<file path="config.mk">
export PLATFORM = sky130hd
export DESIGN_NAME = tt_tx_sched
export DESIGN_NICKNAME = d
export VERILOG_FILES = /design/src/rtl/tt_pkg.sv /design/src/rtl/tt_timer.sv /design/src/rtl/tt_trig.sv /design/src/rtl/tt_tx_fsm.sv /design/src/rtl/tt_tx_sched.sv
export SDC_FILE = /design/constraint.sdc
export NUM_CORES = 1
export LEC_CHECK = 0
export ABC_CLOCK_PERIOD_IN_PS = 2600
export BUFFER_PORTS_ARGS = -buffer_cell sky130_fd_sc_hd__buf_2
export CAP_MARGIN = 15
export CORE_MARGIN = 2
export CORE_UTILIZATION = 58
export DETAILED_ROUTE_END_ITERATION = 7
export GPL_TIMING_DRIVEN = 0
export HOLD_SLACK_MARGIN = 0.02
export PLACE_DENSITY = 0.79
export SLEW_MARGIN = 30
export SYNTH_ARGS = -nofsm -noshare
export SYNTH_HDL_FRONTEND = slang
export SYNTH_SLANG_ARGS = --single-unit
</file>
<file path="constraint.sdc">
create_clock -name clk -period 2.6 [get_ports clk]
set_clock_uncertainty 0.1 [all_clocks]
set_input_delay 0.13 -clock clk [delete_from_list [all_inputs] [get_ports clk]]
set_output_delay 0.13 -clock clk [all_outputs]
set_load 0.02 [all_outputs]
</file>
<file path="src/rtl/tt_pkg.sv">
package tt_pkg;

    // Transmit sequencer states
    typedef enum logic [1:0] {
        S_IDLE  = 2'd0,
        S_OFFER = 2'd1,
        S_BUSY  = 2'd2
    } tx_st_e;

endpackage

</file>
<file path="src/rtl/tt_timer.sv">
module tt_timer #(
    parameter int TW = 16
) (
    input  logic          clk,
    input  logic          rst_n,
    input  logic          adv_i,
    input  logic          clr_i,
    input  logic          freeze_en_i,
    input  logic          stat_rd_i,
    output logic [TW-1:0] tmr_o,
    output logic          ovf_o,
    output logic          frozen_o
);

    localparam logic [TW-1:0] TMAX = '1;
    localparam logic [TW-1:0] TPRE = TMAX - TW'(1);

    logic [TW-1:0] tmr_q;
    logic          ovf_q;
    logic          step;

    assign frozen_o = freeze_en_i && (tmr_q == TMAX);
    assign step     = adv_i && !frozen_o && !clr_i;

    always_ff @(posedge clk) begin
        if (!rst_n) begin
            tmr_q <= '0;
        end else if (clr_i) begin
            tmr_q <= '0;
        end else if (step) begin
            tmr_q <= tmr_q + TW'(1);
        end
    end

    always_ff @(posedge clk) begin
        if (!rst_n) begin
            ovf_q <= 1'b0;
        end else if (step && (tmr_q == TPRE)) begin
            ovf_q <= 1'b1;
        end else if (stat_rd_i) begin
            ovf_q <= 1'b0;
        end
    end

    assign tmr_o = tmr_q;
    assign ovf_o = ovf_q;

    a_r1_hold_without_tick: assert property (@(posedge clk) disable iff (!rst_n)
        (!adv_i && !clr_i) |=> (tmr_o == $past(tmr_o)));

    a_r2_clear_zero: assert property (@(posedge clk) disable iff (!rst_n)
        clr_i |=> (tmr_o == '0));

    a_r10_freeze_hold: assert property (@(posedge clk) disable iff (!rst_n)
        (freeze_en_i && (tmr_o == TMAX) && !clr_i) |=> (tmr_o == TMAX));

    a_r11_ovf_at_max: assert property (@(posedge clk) disable iff (!rst_n)
        $rose(ovf_o) |-> (tmr_o == TMAX));

endmodule

</file>
<file path="src/rtl/tt_trig.sv">
module tt_trig #(
    parameter  int NMB = 8,
    parameter  int TW  = 16,
    localparam int MBW = (NMB > 1) ? $clog2(NMB) : 1
) (
    input  logic           clk,
    input  logic           rst_n,
    input  logic           cmp_en_i,
    input  logic [TW-1:0]  tmr_i,
    input  logic           mark_we_i,
    input  logic [MBW-1:0] mark_idx_i,
    input  logic [TW-1:0]  mark_val_i,
    input  logic [NMB-1:0] req_i,
    input  logic [NMB-1:0] retire_i,
    output logic [NMB-1:0] elig_o
);

    logic [TW-1:0]  mark_q [NMB];
    logic [NMB-1:0] hit;
    logic [NMB-1:0] elig_q;

    for (genvar g = 0; g < NMB; g++) begin : g_mb
        always_ff @(posedge clk) begin
            if (!rst_n) begin
                mark_q[g] <= '0;
            end else if (mark_we_i && (mark_idx_i == MBW'(g))) begin
                mark_q[g] <= mark_val_i;
            end
        end

        assign hit[g] = cmp_en_i && (tmr_i == mark_q[g]);

        // A new trigger opens a window; a retire closes it.
        always_ff @(posedge clk) begin
            if (!rst_n) begin
                elig_q[g] <= 1'b0;
            end else if (hit[g] && req_i[g]) begin
                elig_q[g] <= 1'b1;
            end else if (retire_i[g] || !req_i[g]) begin
                elig_q[g] <= 1'b0;
            end
        end

        a_r4_elig_needs_trigger: assert property (@(posedge clk) disable iff (!rst_n)
            $rose(elig_q[g]) |-> $past(hit[g]));
    end

    assign elig_o = elig_q;

endmodule

</file>
<file path="src/rtl/tt_tx_fsm.sv">
module tt_tx_fsm
    import tt_pkg::*;
#(
    parameter  int NMB = 8,
    localparam int MBW = (NMB > 1) ? $clog2(NMB) : 1
) (
    input  logic           clk,
    input  logic           rst_n,
    input  logic [NMB-1:0] elig_i,
    input  logic           tx_accept_i,
    input  logic           tx_done_i,
    input  logic           tx_lost_i,
    output logic           tx_start_o,
    output logic [MBW-1:0] tx_mb_o,
    output logic           ok_o,
    output logic           lost_o,
    output logic [MBW-1:0] res_mb_o
);

    tx_st_e         st_q, st_d;
    logic [MBW-1:0] sel_q, sel_d;
    logic [MBW-1:0] pick;

    always_comb begin
        pick = '0;
        for (int i = NMB - 1; i >= 0; i--) begin
            if (elig_i[i]) begin
                pick = MBW'(i);
            end
        end
    end

    // Next state and selection
    always_comb begin
        st_d  = st_q;
        sel_d = sel_q;
        unique case (st_q)
            S_IDLE: begin
                if (|elig_i) begin
                    st_d  = S_OFFER;
                    sel_d = pick;
                end
            end
            S_OFFER: begin
                if (tx_accept_i) begin
                    st_d = S_BUSY;
                end
            end
            S_BUSY: begin
                if (tx_done_i || tx_lost_i) begin
                    st_d = S_IDLE;
                end
            end
            default: st_d = S_IDLE;
        endcase
    end

    always_ff @(posedge clk) begin
        if (!rst_n) begin
            st_q  <= S_IDLE;
            sel_q <= '0;
        end else begin
            st_q  <= st_d;
            sel_q <= sel_d;
        end
    end

    // Outputs
    always_comb begin
        tx_start_o = 1'b0;
        ok_o       = 1'b0;
        lost_o     = 1'b0;
        unique case (st_q)
            S_IDLE:  ;
            S_OFFER: tx_start_o = 1'b1;
            S_BUSY: begin
                ok_o   = tx_done_i;
                lost_o = tx_lost_i && !tx_done_i;
            end
            default: ;
        endcase
    end

    assign tx_mb_o  = sel_q;
    assign res_mb_o = sel_q;

    a_r5_offer_held: assert property (@(posedge clk) disable iff (!rst_n)
        (tx_start_o && !tx_accept_i) |=> (tx_start_o && (tx_mb_o == $past(tx_mb_o))));

    a_r6_lowest_first: assert property (@(posedge clk) disable iff (!rst_n)
        $rose(tx_start_o) |-> ((($past(elig_i)) & ((NMB'(1) << tx_mb_o) - NMB'(1))) == '0));

endmodule

</file>
<file path="src/rtl/tt_tx_sched.sv">
module tt_tx_sched
    import tt_pkg::*;
#(
    parameter  int NMB = 8,
    parameter  int TW  = 16,
    localparam int MBW = (NMB > 1) ? $clog2(NMB) : 1
) (
    input  logic           clk,
    input  logic           rst_n,
    input  logic           tick_i,
    input  logic           tt_en_i,
    input  logic           no_retry_i,
    input  logic           freeze_en_i,
    input  logic           tmr_clr_i,
    input  logic           stat_rd_i,
    input  logic           mark_we_i,
    input  logic [MBW-1:0] mark_idx_i,
    input  logic [TW-1:0]  mark_val_i,
    input  logic [NMB-1:0] req_set_i,
    input  logic [NMB-1:0] rx_done_i,
    input  logic [NMB-1:0] rdy_clr_i,
    output logic           tx_start_o,
    output logic [MBW-1:0] tx_mb_o,
    input  logic           tx_accept_i,
    input  logic           tx_done_i,
    input  logic           tx_lost_i,
    output logic [TW-1:0]  timer_o,
    output logic           ovf_o,
    output logic [TW-1:0]  tstamp_o,
    output logic [NMB-1:0] req_o,
    output logic [NMB-1:0] rdy_o
);

    localparam int LAST = NMB - 1;

    logic [NMB-1:0] req_q, rdy_q, elig, retire;
    logic [TW-1:0]  tmr, tstamp_q;
    logic           frozen, ref_sync, adv, ok, lost;
    logic [MBW-1:0] res_mb;

    assign adv      = tick_i && tt_en_i;
    assign ref_sync = rx_done_i[LAST] && !rdy_q[LAST];

    tt_timer #(.TW(TW)) u_timer (
        .clk         (clk),
        .rst_n       (rst_n),
        .adv_i       (adv),
        .clr_i       (tmr_clr_i || ref_sync),
        .freeze_en_i (freeze_en_i),
        .stat_rd_i   (stat_rd_i),
        .tmr_o       (tmr),
        .ovf_o       (ovf_o),
        .frozen_o    (frozen)
    );

    tt_trig #(.NMB(NMB), .TW(TW)) u_trig (
        .clk        (clk),
        .rst_n      (rst_n),
        .cmp_en_i   (adv && !frozen),
        .tmr_i      (tmr),
        .mark_we_i  (mark_we_i),
        .mark_idx_i (mark_idx_i),
        .mark_val_i (mark_val_i),
        .req_i      (req_q),
        .retire_i   (retire),
        .elig_o     (elig)
    );

    tt_tx_fsm #(.NMB(NMB)) u_fsm (
        .clk         (clk),
        .rst_n       (rst_n),
        .elig_i      (elig),
        .tx_accept_i (tx_accept_i),
        .tx_done_i   (tx_done_i),
        .tx_lost_i   (tx_lost_i),
        .tx_start_o  (tx_start_o),
        .tx_mb_o     (tx_mb_o),
        .ok_o        (ok),
        .lost_o      (lost),
        .res_mb_o    (res_mb)
    );

    for (genvar g = 0; g < NMB; g++) begin : g_mb
        logic hit_me;
        assign hit_me    = (res_mb == MBW'(g));
        assign retire[g] = hit_me && (ok || lost);

        always_ff @(posedge clk) begin
            if (!rst_n) begin
                req_q[g] <= 1'b0;
            end else if (req_set_i[g]) begin
                req_q[g] <= 1'b1;
            end else if (hit_me && (ok || (lost && no_retry_i))) begin
                req_q[g] <= 1'b0;
            end
        end

        always_ff @(posedge clk) begin
            if (!rst_n) begin
                rdy_q[g] <= 1'b0;
            end else if (rx_done_i[g] || (hit_me && ok)) begin
                rdy_q[g] <= 1'b1;
            end else if (rdy_clr_i[g]) begin
                rdy_q[g] <= 1'b0;
            end
        end
    end

    always_ff @(posedge clk) begin
        if (!rst_n) begin
            tstamp_q <= '0;
        end else if ((|rx_done_i) || ok) begin
            tstamp_q <= tmr;
        end
    end

    assign timer_o  = tmr;
    assign tstamp_o = tstamp_q;
    assign req_o    = req_q;
    assign rdy_o    = rdy_q;

    a_r3_reference_resync: assert property (@(posedge clk) disable iff (!rst_n)
        (rx_done_i[LAST] && !rdy_o[LAST]) |=> ((timer_o == '0) && rdy_o[LAST]));

    a_r7_done_retires: assert property (@(posedge clk) disable iff (!rst_n)
        ok |=> (rdy_o[$past(res_mb)] && (!req_o[$past(res_mb)] || $past(req_set_i[res_mb]))));

    a_r9_drop_on_loss: assert property (@(posedge clk) disable iff (!rst_n)
        (lost && no_retry_i && !req_set_i[res_mb]) |=> !req_o[$past(res_mb)]);

    a_r8_keep_on_loss: assert property (@(posedge clk) disable iff (!rst_n)
        (lost && !no_retry_i) |=> req_o[$past(res_mb)]);

endmodule

</file>
==> flow_summary.ini, run 1 <==
[logic_synthesis]
synth-async-reset-ratio_pct = 0
synth-edff-count = 128
synth.lib_cells_used.distinct = 46
dominantRegCellSynth = sky130_fd_sc_hd__edfxtp_1
synth.yosys.seq_area_share_pct = 56.0
mappedNetlistArea_mm2 = 0.00908
synth_seq_cells = 190
netlist_instances = 811
post_synth.cell_area_avg_um2 = 11.2
synth_warnings = 0
synthesis.nets = 868

[clocking]
cts.clk_slew.worst_paths_ns = 0.07
clock_sinks = 190
cts_tree = done
cts_max_level = 4
clkLatencyLatePin_ns = 0.43
cts_buffers = 17
cts_max_path_bufs = 2
clock_tree.root_cell = sky130_fd_sc_hd__clkbuf_16

[worst_setup_path]
regToRegStartpoint = u_timer.tmr_o[11]
critPathCaptureType = flip-flop
worstReg2RegEnd = u_timer.tmr_o[1]
data_required_time_at_the_worst_endpoint_ns = 2.82
timing.critical_path.cells = clkbuf_1 > nand3_1 > nor3_1 > buf_2 > a21oi_1 > o211a_1
r2r.worst_path.cells = 6
reg2reg_slack_ns = 0.1
cp.arrival_ns = 2.72
critPathMaxStageDelay_ns = 0.56
setup.worst_path.start = u_timer.tmr_o[11]
startpoint_type = flip-flop
critPathKind = flip-flop to flip-flop
cpMaxStageDelayCell = sky130_fd_sc_hd__nor3_1
maximum_fanout_count_along_the_critical_path = 10
critical_path.endpoint = u_timer.tmr_o[1]

[final_layout]
mostFrequentLayoutCells = 131 x sky130_fd_sc_hd__and2_1, 128 x sky130_fd_sc_hd__edfxtp_1, 120 x sky130_fd_sc_hd__xor2_1, 115 x sky130_fd_sc_hd__buf_2, 62 x sky130_fd_sc_hd__dfxtp_1
drive_above_1_share_pct = 17.3
nFillCells = 1098
finish.instance_area_mm2 = 0.0109
diodes = 0
fin_nets = 1031
layout_commonest_cell = sky130_fd_sc_hd__and2_1
final_util_pct = 71.4
area_growth_pct = 19.9

[floorplan]
die_x_um = 129
dieHeight_um = 129
initial_core_util_pct = 59.5
rows = 45
core_mm2 = 0.0153
floorplan.die_area_mm2 = 0.0167
io-pin-count = 108

[grt]
globalRouteTotalUtil_pct = 31.5
grt_max_degree = 17
global_route.overflow_total = 0
first_pass_grt_wire_length_um = 37700
first_global_vias = 6506
number_of_antenna_violations_at_the_first_check_in_global_routing = 0

[placed_design]
post_dp_hpwl_um = 16600
count_of_buffers_inserted_at_the_top_level_ports = 107
place.gp.congestion = 0.891
placed_area_mm2 = 0.0100

[timing]
timing.final.hold_violations = 0
setup_violations = 0
final_min_period_over_clock_period_pct = 96.2
fmax_ghz = 0.400
grt_setup_unrepaired = false
worst_slew_pin_slew_ns = 1.02
relSlewSlack_pct = 32.3
minimum_clock_period_ns = 2.50
timing.final.max_slew_violations = 0

[detailed_routing]
drtIter0Drc = 619
drc_viols = 0
drt-vias-per-instance = 5.81
final_routed_wirelength_across_all_metal_layers_um = 25500
dr.pass1.iters = 5
avgRoutedWirePerCell_um = 21.3
vias = 6961
drtAntennaViolNets = 0

[pwr]
leakage_nw = 4.58
power-per-cell-area_mw_per_mm2 = 588
p_total_mw = 6.41
ir_drop_mv = 0.494

[worst_hold_path]
hold_path_class = input port to flip-flop

[flow_run]
timing.max_cap.violations = 0

[status]
run_status = finished, final reports clean
## cell usage after synthesis, types with 3 or more instances
library cell                number  share of area (%)
sky130_fd_sc_hd__and2_1        131                9.0
sky130_fd_sc_hd__nand3_1        11               0.61
sky130_fd_sc_hd__clkbuf_1       22               0.91
sky130_fd_sc_hd__xor2_1        120                 12
sky130_fd_sc_hd__nand2_1        33                1.4
sky130_fd_sc_hd__inv_1          14               0.58
sky130_fd_sc_hd__nand3b_1        4               0.33
sky130_fd_sc_hd__mux2i_1        24                2.6
sky130_fd_sc_hd__buf_1          15               0.62
sky130_fd_sc_hd__o31ai_1        13                1.1
sky130_fd_sc_hd__xnor2_1         8               0.77
sky130_fd_sc_hd__nand2b_1       12               0.83
sky130_fd_sc_hd__nor2_1         46                1.9
sky130_fd_sc_hd__edfxtp_1      128                 42
sky130_fd_sc_hd__nand4_1        14               0.96
sky130_fd_sc_hd__o31a_1          3               0.29
sky130_fd_sc_hd__or3_1           5               0.34
sky130_fd_sc_hd__nor3_1         19                1.0
sky130_fd_sc_hd__a211oi_1        3               0.25
sky130_fd_sc_hd__o211ai_1        3               0.25
sky130_fd_sc_hd__nor2b_1        10               0.69
sky130_fd_sc_hd__nor4_1         32                2.2
sky130_fd_sc_hd__o311ai_0        3               0.29
sky130_fd_sc_hd__o2111ai_1       8               0.77
sky130_fd_sc_hd__a21oi_1        19                1.0
sky130_fd_sc_hd__buf_2           7               0.39
sky130_fd_sc_hd__o21ai_0        17               0.94
sky130_fd_sc_hd__or4_1           3               0.25
sky130_fd_sc_hd__dfxtp_1        62                 14
## power breakdown
group          internal (mW)  total (mW)  leakage [nW]  switching [mW]
clock                   1.35        2.48         0.290            1.12
combinational          0.189       0.477          2.55           0.288
sequential              3.38        3.45          1.74          0.0755
total                   4.92        6.41          4.58            1.49
## worst max-delay path, delay by kind of cell, from the launching register on
| family | cells | cell delay [ns] |
|---|---|---|
| AO/OA/AOI/OAI | 2 | 0.44 |
| buffers and inverters | 2 | 0.73 |
| flip-flops | 1 | 0.35 |
| AND/OR/NAND/NOR | 2 | 0.78 |
## repair_timing
item                                    4_1_cts  5_1_grt
setup buffers                                 0        1
resized for setup                             5        6
endpoints found under the hold margin        23        0
pin swaps                                     0        1
hold buffers                                 28        0
endpoints found under the setup margin        2        3
## flip-flops by register name, indices dropped and copies added (netlist names)
register        count
u_timer.ovf_o       1
u_trig.elig_o       8
u_timer.tmr_o      16
rdy_o               8
tstamp_o           16
u_trig.mark_q     128
u_fsm.st_q          2
u_fsm.res_mb_o      3
req_o               8
## cell families after synthesis
kind of cell	Yosys count	synth area share (%)
AND/OR/NAND/NOR	326	20.1
flip-flops	190	56.0
XOR/XNOR	128	12.3
AO/OA/AOI/OAI	82	6.12
buffers and inverters	59	2.53
multiplexers	24	2.64
adder cells (fa/ha/maj)	2	0.275
## layout make-up
cell class,instances,area (µm²),area share [%]
Clock inverter,10,60.1,0.552
Multi-Input combinational cell,562,3820,35.1
Clock buffer,22,495,4.55
Tap cell,211,264,2.42
Buffer,44,195,1.79
Timing Repair Buffer,144,913,8.39
Inverter,15,56.3,0.517
Sequential cell,190,5080,46.7
## stage by stage
stage,hold WS (ns),setup slack (ns),TNS (ns),std cells
after CTS,0.0246,0.0259,0,1197
after floorplan,0.151,0.503,0,811
after global placement,0.267,-0.134,-3.98,1129
after detailed placement,0.273,0.0416,0,1137
final,0.0313,0.0993,0,1198
after global routing,0.0306,0.0132,0,1198
## worst min path at each step
stage | from | to | slack, ns | cells past startpoint
global route | mark_val_i[2] | u_trig.mark_q[0][2] | 0.03 | 2
CTS | mark_val_i[2] | u_trig.mark_q[0][2] | 0.02 | 2
finish | mark_val_i[2] | u_trig.mark_q[0][50] | 0.03 | 2
global placement | rx_done_i[1] | rdy_o[1] | 0.27 | 2
floorplan | rx_done_i[7] | rdy_o[7] | 0.15 | 2
detailed placement | rx_done_i[1] | rdy_o[1] | 0.27 | 2
## layer usage
layer	vias up	global-route usage, %	wire [µm]
met5	-	0	0
met2	381	49.5	11800
met1	3325	43.7	10500
met3	59	6.03	2370
li1	3196	-	-
met4	0	12.3	781
No activity file was read; power rests on OpenSTA's default activity.
==> inputs of run 2 (changes only) <==
--- a/config.mk
+++ b/config.mk
@@ -9,12 +9,12 @@
 export BUFFER_PORTS_ARGS = -buffer_cell sky130_fd_sc_hd__buf_2
 export CAP_MARGIN = 15
 export CORE_MARGIN = 2
-export CORE_UTILIZATION = 58
+export CORE_UTILIZATION = 29
 export DETAILED_ROUTE_END_ITERATION = 7
 export GPL_TIMING_DRIVEN = 0
-export HOLD_SLACK_MARGIN = 0.02
-export PLACE_DENSITY = 0.79
-export SLEW_MARGIN = 30
+export HOLD_SLACK_MARGIN = 0.03
+export PLACE_DENSITY = 0.45
+export SLEW_MARGIN = 20
 export SYNTH_ARGS = -nofsm -noshare
 export SYNTH_HDL_FRONTEND = slang
 export SYNTH_SLANG_ARGS = --single-unit
==> run 2 against run 1 <==
Against the previous run: global-route usage shrank 13 points; cell count grew 15%; setup slack gained 0.077 ns; via count shrank 5.0%; non-clock buffer count is the same; power grew 2.0%; sequential share of layout area shrank 1.2 points.
==> flow_summary.ini, run 2 (synthesis gave the netlist of run 1 again) <==
[timing]
timing.final.hold_violations = 0
final_min_period_over_clock_period_pct = 93.2
setup_tns_ns = 0
timing.final.max_slew_violations = 0
setup_violations = 0
fmax_ghz = 0.413
grt_setup_unrepaired = false
relSlewSlack_pct = 32.5
worst_slew_pin_slew_ns = 1.01
finalWorstSetupSlack_ns = 0.176
minimum_clock_period_ns = 2.42
fin_hold_ws_ns = 0.0563

[worst_setup_path]
r2r.worst_path.cells = 6
critical_path_cell_count = 6
cp.arrival_ns = 2.67
path_buf_inv = 2
data_required_time_at_the_worst_endpoint_ns = 2.85
startpoint_type = flip-flop
timing.critical_path.cells = clkbuf_1 > clkdlybuf4s18_2 > xor2_1 > nor4_1 > nand4_1 > o31ai_1
critPathCaptureType = flip-flop
critPathMaxStageDelay_ns = 0.57
cpMaxStageDelayCell = sky130_fd_sc_hd__clkdlybuf4s18_2
path_delay_family = buffers and inverters
critPathKind = flip-flop to flip-flop
maximum_fanout_count_along_the_critical_path = 10

[final_layout]
largest_register_ff_count = 128
layout_commonest_cell = sky130_fd_sc_hd__and2_1
fin_nets = 1031
multi_input_comb_area_mm2 = 0.00382
nFillCells = 3138
mostFrequentLayoutCells = 131 x sky130_fd_sc_hd__and2_1, 128 x sky130_fd_sc_hd__edfxtp_1, 120 x sky130_fd_sc_hd__xor2_1, 116 x sky130_fd_sc_hd__buf_2, 62 x sky130_fd_sc_hd__dfxtp_1
diodes = 0
ff_latch_area_mm2 = 0.00508
area_growth_pct = 23.0
drive_above_1_share_pct = 18.8
finish.instance_area_mm2 = 0.0112
max_flop_register = u_trig.mark_q
final_util_pct = 36.3
instances_no_fill = 1383

[placed_design]
count_of_buffers_inserted_at_the_top_level_ports = 107
placed_area_mm2 = 0.0103
place.gp.congestion = 0.768
post_dp_hpwl_um = 20400
pre_cts_slack_ns = -0.271
numPlacedInstances = 1322

[grt]
globalRouteTotalUtil_pct = 18.4
number_of_antenna_violations_at_the_first_check_in_global_routing = 1
first_global_vias = 6472
grt_max_degree = 18
first_pass_grt_wire_length_um = 43400
global_route.overflow_total = 0

[pwr]
p_total_mw = 6.54
ir_drop_mv = 0.440
power-per-cell-area_mw_per_mm2 = 585
leakage_nw = 4.61

[detailed_routing]
final_routed_wirelength_across_all_metal_layers_um = 29900
dr.pass1.iters = 5
drt-vias-per-instance = 4.78
vias = 6611
drc_viols = 0
drtIter0Drc = 578
avgRoutedWirePerCell_um = 21.6
drtAntennaViolNets = 0

[clocking]
cts_tree = done
clock_sinks = 190
cts.clk_slew.worst_paths_ns = 0.07
cts_max_path_bufs = 2
clkLatencyLatePin_ns = 0.44
cts_max_level = 4
clock_tree.root_cell = sky130_fd_sc_hd__clkbuf_16
cts_buffers = 17

[floorplan]
io-pin-count = 108
die_x_um = 181
initial_core_util_pct = 29.5
floorplan.die_area_mm2 = 0.0328
rows = 64
core_mm2 = 0.0307
dieHeight_um = 181

[worst_hold_path]
hold_path_class = input port to flip-flop
timing.hold.worst_path_depth = 2

[flow_run]
timing.max_cap.violations = 0

[status]
run_status = finished, final reports clean
## run 2: power by group
| part | switching (mW) | internal [mW] | total, mW |
|---|---|---|---|
| registers | 0.0734 | 3.37 | 3.45 |
| logic | 0.298 | 0.190 | 0.488 |
| clock network | 1.24 | 1.37 | 2.60 |
| total | 1.61 | 4.93 | 6.54 |
## run 2: final cells by class
type                       count  area share, %
tap                          396           4.44
timing repair buffer         144           8.18
clock inverter                14           1.18
sequential                   190           45.5
inverter                      15          0.504
buffer                        44           2.03
clock buffer                  18           3.93
multi-input combinational    562           34.2
## run 2: worst register-to-register path: stages, from the launching register on
cell and delay (ns):
sky130_fd_sc_hd__dfxtp_1 0.33, sky130_fd_sc_hd__clkbuf_1 0.36, sky130_fd_sc_hd__clkdlybuf4s18_2 0.58, sky130_fd_sc_hd__xor2_1 0.15, sky130_fd_sc_hd__nor4_1 0.29, sky130_fd_sc_hd__nand4_1 0.27, sky130_fd_sc_hd__o31ai_1 0.25
## run 2: worst paths after layout
path	start	to	slack, ns
setup / recovery	u_timer.tmr_o[6]	u_trig.elig_o[0]	0.18
hold reg to reg	tstamp_o[2]	tstamp_o[2]	0.39
setup reg to reg	u_timer.tmr_o[6]	u_trig.elig_o[0]	0.18
hold / removal	mark_val_i[0]	u_trig.mark_q[1][48]	0.06
## run 2: repair_timing
item / in CTS / in global routing
pin swaps: 1 / 0
gates resized for setup: 15 / 19
gates cloned: 0 / 0
hold buffers: 28 / 0
setup buffers: 1 / 0
hold endpoints to repair: 21 / 0
setup endpoints to repair: 8 / 16
## run 2: routing by layer
metal | GRT usage [%] | wire [µm] | part of all wire [%] | vias up
met4 | 4.49 | 476 | 1.6 | 0
met2 | 29.6 | 13700 | 46 | 211
met3 | 3.27 | 1390 | 4.6 | 23
met5 | 0 | 0 | 0 | -
li1 | - | - | - | 3183
met1 | 25.7 | 14300 | 48 | 3194
==> inputs of run 3 (changes only) <==
--- a/config.mk
+++ b/config.mk
@@ -13,7 +13,7 @@
 export DETAILED_ROUTE_END_ITERATION = 7
 export GPL_TIMING_DRIVEN = 0
 export HOLD_SLACK_MARGIN = 0.03
-export PLACE_DENSITY = 0.45
+export PLACE_DENSITY_LB_ADDON = 0.05
 export SLEW_MARGIN = 20
 export SYNTH_ARGS = -nofsm -noshare
 export SYNTH_HDL_FRONTEND = slang
==> run 3 against run 2 <==
Against the previous run: worst hold slack better by 0.026 ns; highest routed layer unchanged; utilization grew 0.053 points; critical path depth decreased by 1; setup slack got worse by 0.015 ns; count of clock-buffer cells in the layout stayed put; critical endpoint is now u_trig.elig_o[4]; largest cell class unchanged; global-route usage is 0.81 points higher; register-to-register slack about the same; critical path type unchanged; sequential share of layout area fell by 0.066 points; clock power hardly changed; power rose by 0.26%; cell count about the same.
==> flow_summary.ini, run 3 (synthesis gave the netlist of run 1 again) <==
[status]
run_status = finished, final reports clean

[final_layout]
instances_no_fill = 1384
nFillCells = 3150
multi_input_comb_area_mm2 = 0.00382
layout_commonest_cell = sky130_fd_sc_hd__and2_1
drive_above_1_share_pct = 18.6
mostFrequentLayoutCells = 131 x sky130_fd_sc_hd__and2_1, 128 x sky130_fd_sc_hd__edfxtp_1, 120 x sky130_fd_sc_hd__xor2_1, 117 x sky130_fd_sc_hd__buf_2, 62 x sky130_fd_sc_hd__dfxtp_1
diodes = 0
finish.instance_area_mm2 = 0.0112
fin_nets = 1032
area_growth_pct = 23.2
max_flop_register = u_trig.mark_q
largest_register_ff_count = 128
ff_latch_area_mm2 = 0.00508

[grt]
number_of_antenna_violations_at_the_first_check_in_global_routing = 1
first_pass_grt_wire_length_um = 44900
global_route.overflow_total = 0
groute.layer.met1.usage_pct = 28.4
grt_max_degree = 19
globalRouteTotalUtil_pct = 19.2
top_usage_layer = met2
globalRouteMet2Util_pct = 29.9
first_global_vias = 6470
grt.met3_usage_pct = 2.50

[timing]
grt_setup_unrepaired = false
final_min_period_over_clock_period_pct = 93.8
minimum_clock_period_ns = 2.44
relSlewSlack_pct = 31.7
setup_violations = 0
finalWorstSetupSlack_ns = 0.161
timing.final.max_slew_violations = 0
worst_slew_pin_slew_ns = 1.02
timing.final.hold_violations = 0
fin_hold_ws_ns = 0.0821
fmax_ghz = 0.410

[clocking]
clock_sinks = 190
clkLatencyLatePin_ns = 0.44
cts_buffers = 17
cts_tree = done
cts_max_level = 4
cts_max_path_bufs = 2
cts.clk_slew.worst_paths_ns = 0.08
clock_tree.root_cell = sky130_fd_sc_hd__clkbuf_16

[worst_hold_path]
hold_path_class = input port to flip-flop
timing.hold.worst_endpoint = u_trig.mark_q[0][4]
worstHoldStart = mark_val_i[4]
timing.hold.worst_path_depth = 2

[detailed_routing]
final_routed_wirelength_across_all_metal_layers_um = 30900
drt-vias-per-instance = 4.75
drtAntennaViolNets = 0
dr.pass1.iters = 5
drc_viols = 0
avgRoutedWirePerCell_um = 22.3
vias = 6570
drtIter0Drc = 383

[worst_setup_path]
r2r.worst_path.cells = 5
maximum_fanout_count_along_the_critical_path = 10
path_delay_family = simple AND/OR/NAND/NOR gates
critPathMaxStageDelay_ns = 0.61
cpMaxStageDelayCell = sky130_fd_sc_hd__dfxtp_1
data_required_time_at_the_worst_endpoint_ns = 2.85
worstReg2RegEnd = u_trig.elig_o[4]
critPathKind = flip-flop to flip-flop
timing.critical_path.cells = clkdlybuf4s15_2 > xor2_1 > nor4_1 > nand4_1 > o31ai_1
cp.arrival_ns = 2.69
reg2reg_slack_ns = 0.16
path_buf_inv = 1
startpoint_type = flip-flop
critPathCaptureType = flip-flop
regToRegStartpoint = u_timer.tmr_o[0]

[pwr]
power-per-cell-area_mw_per_mm2 = 586
leakage_nw = 4.61
ir_drop_mv = 0.405

[placed_design]
place.gp.congestion = 0.825
numPlacedInstances = 1322
count_of_buffers_inserted_at_the_top_level_ports = 107
pre_cts_slack_ns = -0.335
placed_area_mm2 = 0.0103
post_dp_hpwl_um = 20900

[floorplan]
initial_core_util_pct = 29.5
io-pin-count = 108
core_mm2 = 0.0307
dieHeight_um = 181
rows = 64
die_x_um = 181
floorplan.die_area_mm2 = 0.0328

[flow_run]
timing.max_cap.violations = 0
-- run 3: cell types whose count changed in the layout (fill, tap and decap cells not counted), moves of 2 or more --
cell | previous run | this run
sky130_fd_sc_hd__inv_6 | 3 | 5
sky130_fd_sc_hd__clkbuf_2 | 9 | 5
sky130_fd_sc_hd__clkdlybuf4s15_2 | 3 | 5
sky130_fd_sc_hd__inv_8 | 1 | 3
sky130_fd_sc_hd__clkdlybuf4s18_2 | 2 | 0
-- run 3: how the worst max path moves through the flow --
stage	startpoint	to	slack (ns)	cells past startpoint
final	u_timer.tmr_o[0]	u_trig.elig_o[4]	0.16	5
after global routing	u_timer.tmr_o[5]	u_trig.elig_o[1]	0.01	5
after CTS	u_timer.tmr_o[6]	u_trig.elig_o[0]	-0.02	6
after detailed placement	u_timer.tmr_o[6]	u_trig.elig_o[0]	-0.33	6
after global placement	u_timer.tmr_o[6]	u_trig.elig_o[0]	-0.36	6
after floorplan	mark_idx_i[2]	u_trig.mark_q[0][0]	0.50	2
-- run 3: through the flow --
step	setup TNS, ns	power [mW]	util (%)
floorplan	0	3.73	-
finish	0	6.55	36.4
CTS	-0.0198	6.64	36.3
detailed placement	-1.55	3.98	33.4
global placement	-36.82	3.96	32.9
global route	0	6.81	36.4
-- run 3: worst register-to-register path, stage by stage (launching register included) --
cell                              delay [ns]
sky130_fd_sc_hd__dfxtp_1                0.61
sky130_fd_sc_hd__clkdlybuf4s15_2        0.60
sky130_fd_sc_hd__xor2_1                 0.14
sky130_fd_sc_hd__nor4_1                 0.39
sky130_fd_sc_hd__nand4_1                0.28
sky130_fd_sc_hd__o31ai_1                0.24
-- run 3: final cells by class --
| type | instances | area share [%] |
|---|---|---|
| multi-input cells | 562 | 34.2 |
| flip-flops and latches | 190 | 45.5 |
| well taps | 396 | 4.43 |
| clock buffers | 18 | 4.03 |
| plain buffers | 44 | 2.07 |
| repair buffers | 145 | 8.27 |
| inverters | 15 | 0.503 |
| clock inverters | 14 | 1.07 |
-- run 3: routing by layer --
metal	part of all wire [%]	vias up
met5	0	-
met4	1.1	0
met3	3.7	21
met2	45	170
met1	51	3186
li1	-	3193
-- run 3: repair_timing --
item                       in CTS  in global routing
setup buffers                   1                  0
pin swaps                       1                  0
hold endpoints to repair       24                  0
setup endpoints to repair       8                 11
hold buffers                   28                  0
resized for setup              13                 12
-- run 3: report_power, final --
| group | switching [mW] | total (mW) | internal, mW |
|---|---|---|---|
| Sequential | 0.0728 | 3.45 | 3.37 |
| Clock | 1.30 | 2.62 | 1.32 |
| Combinational | 0.298 | 0.487 | 0.190 |
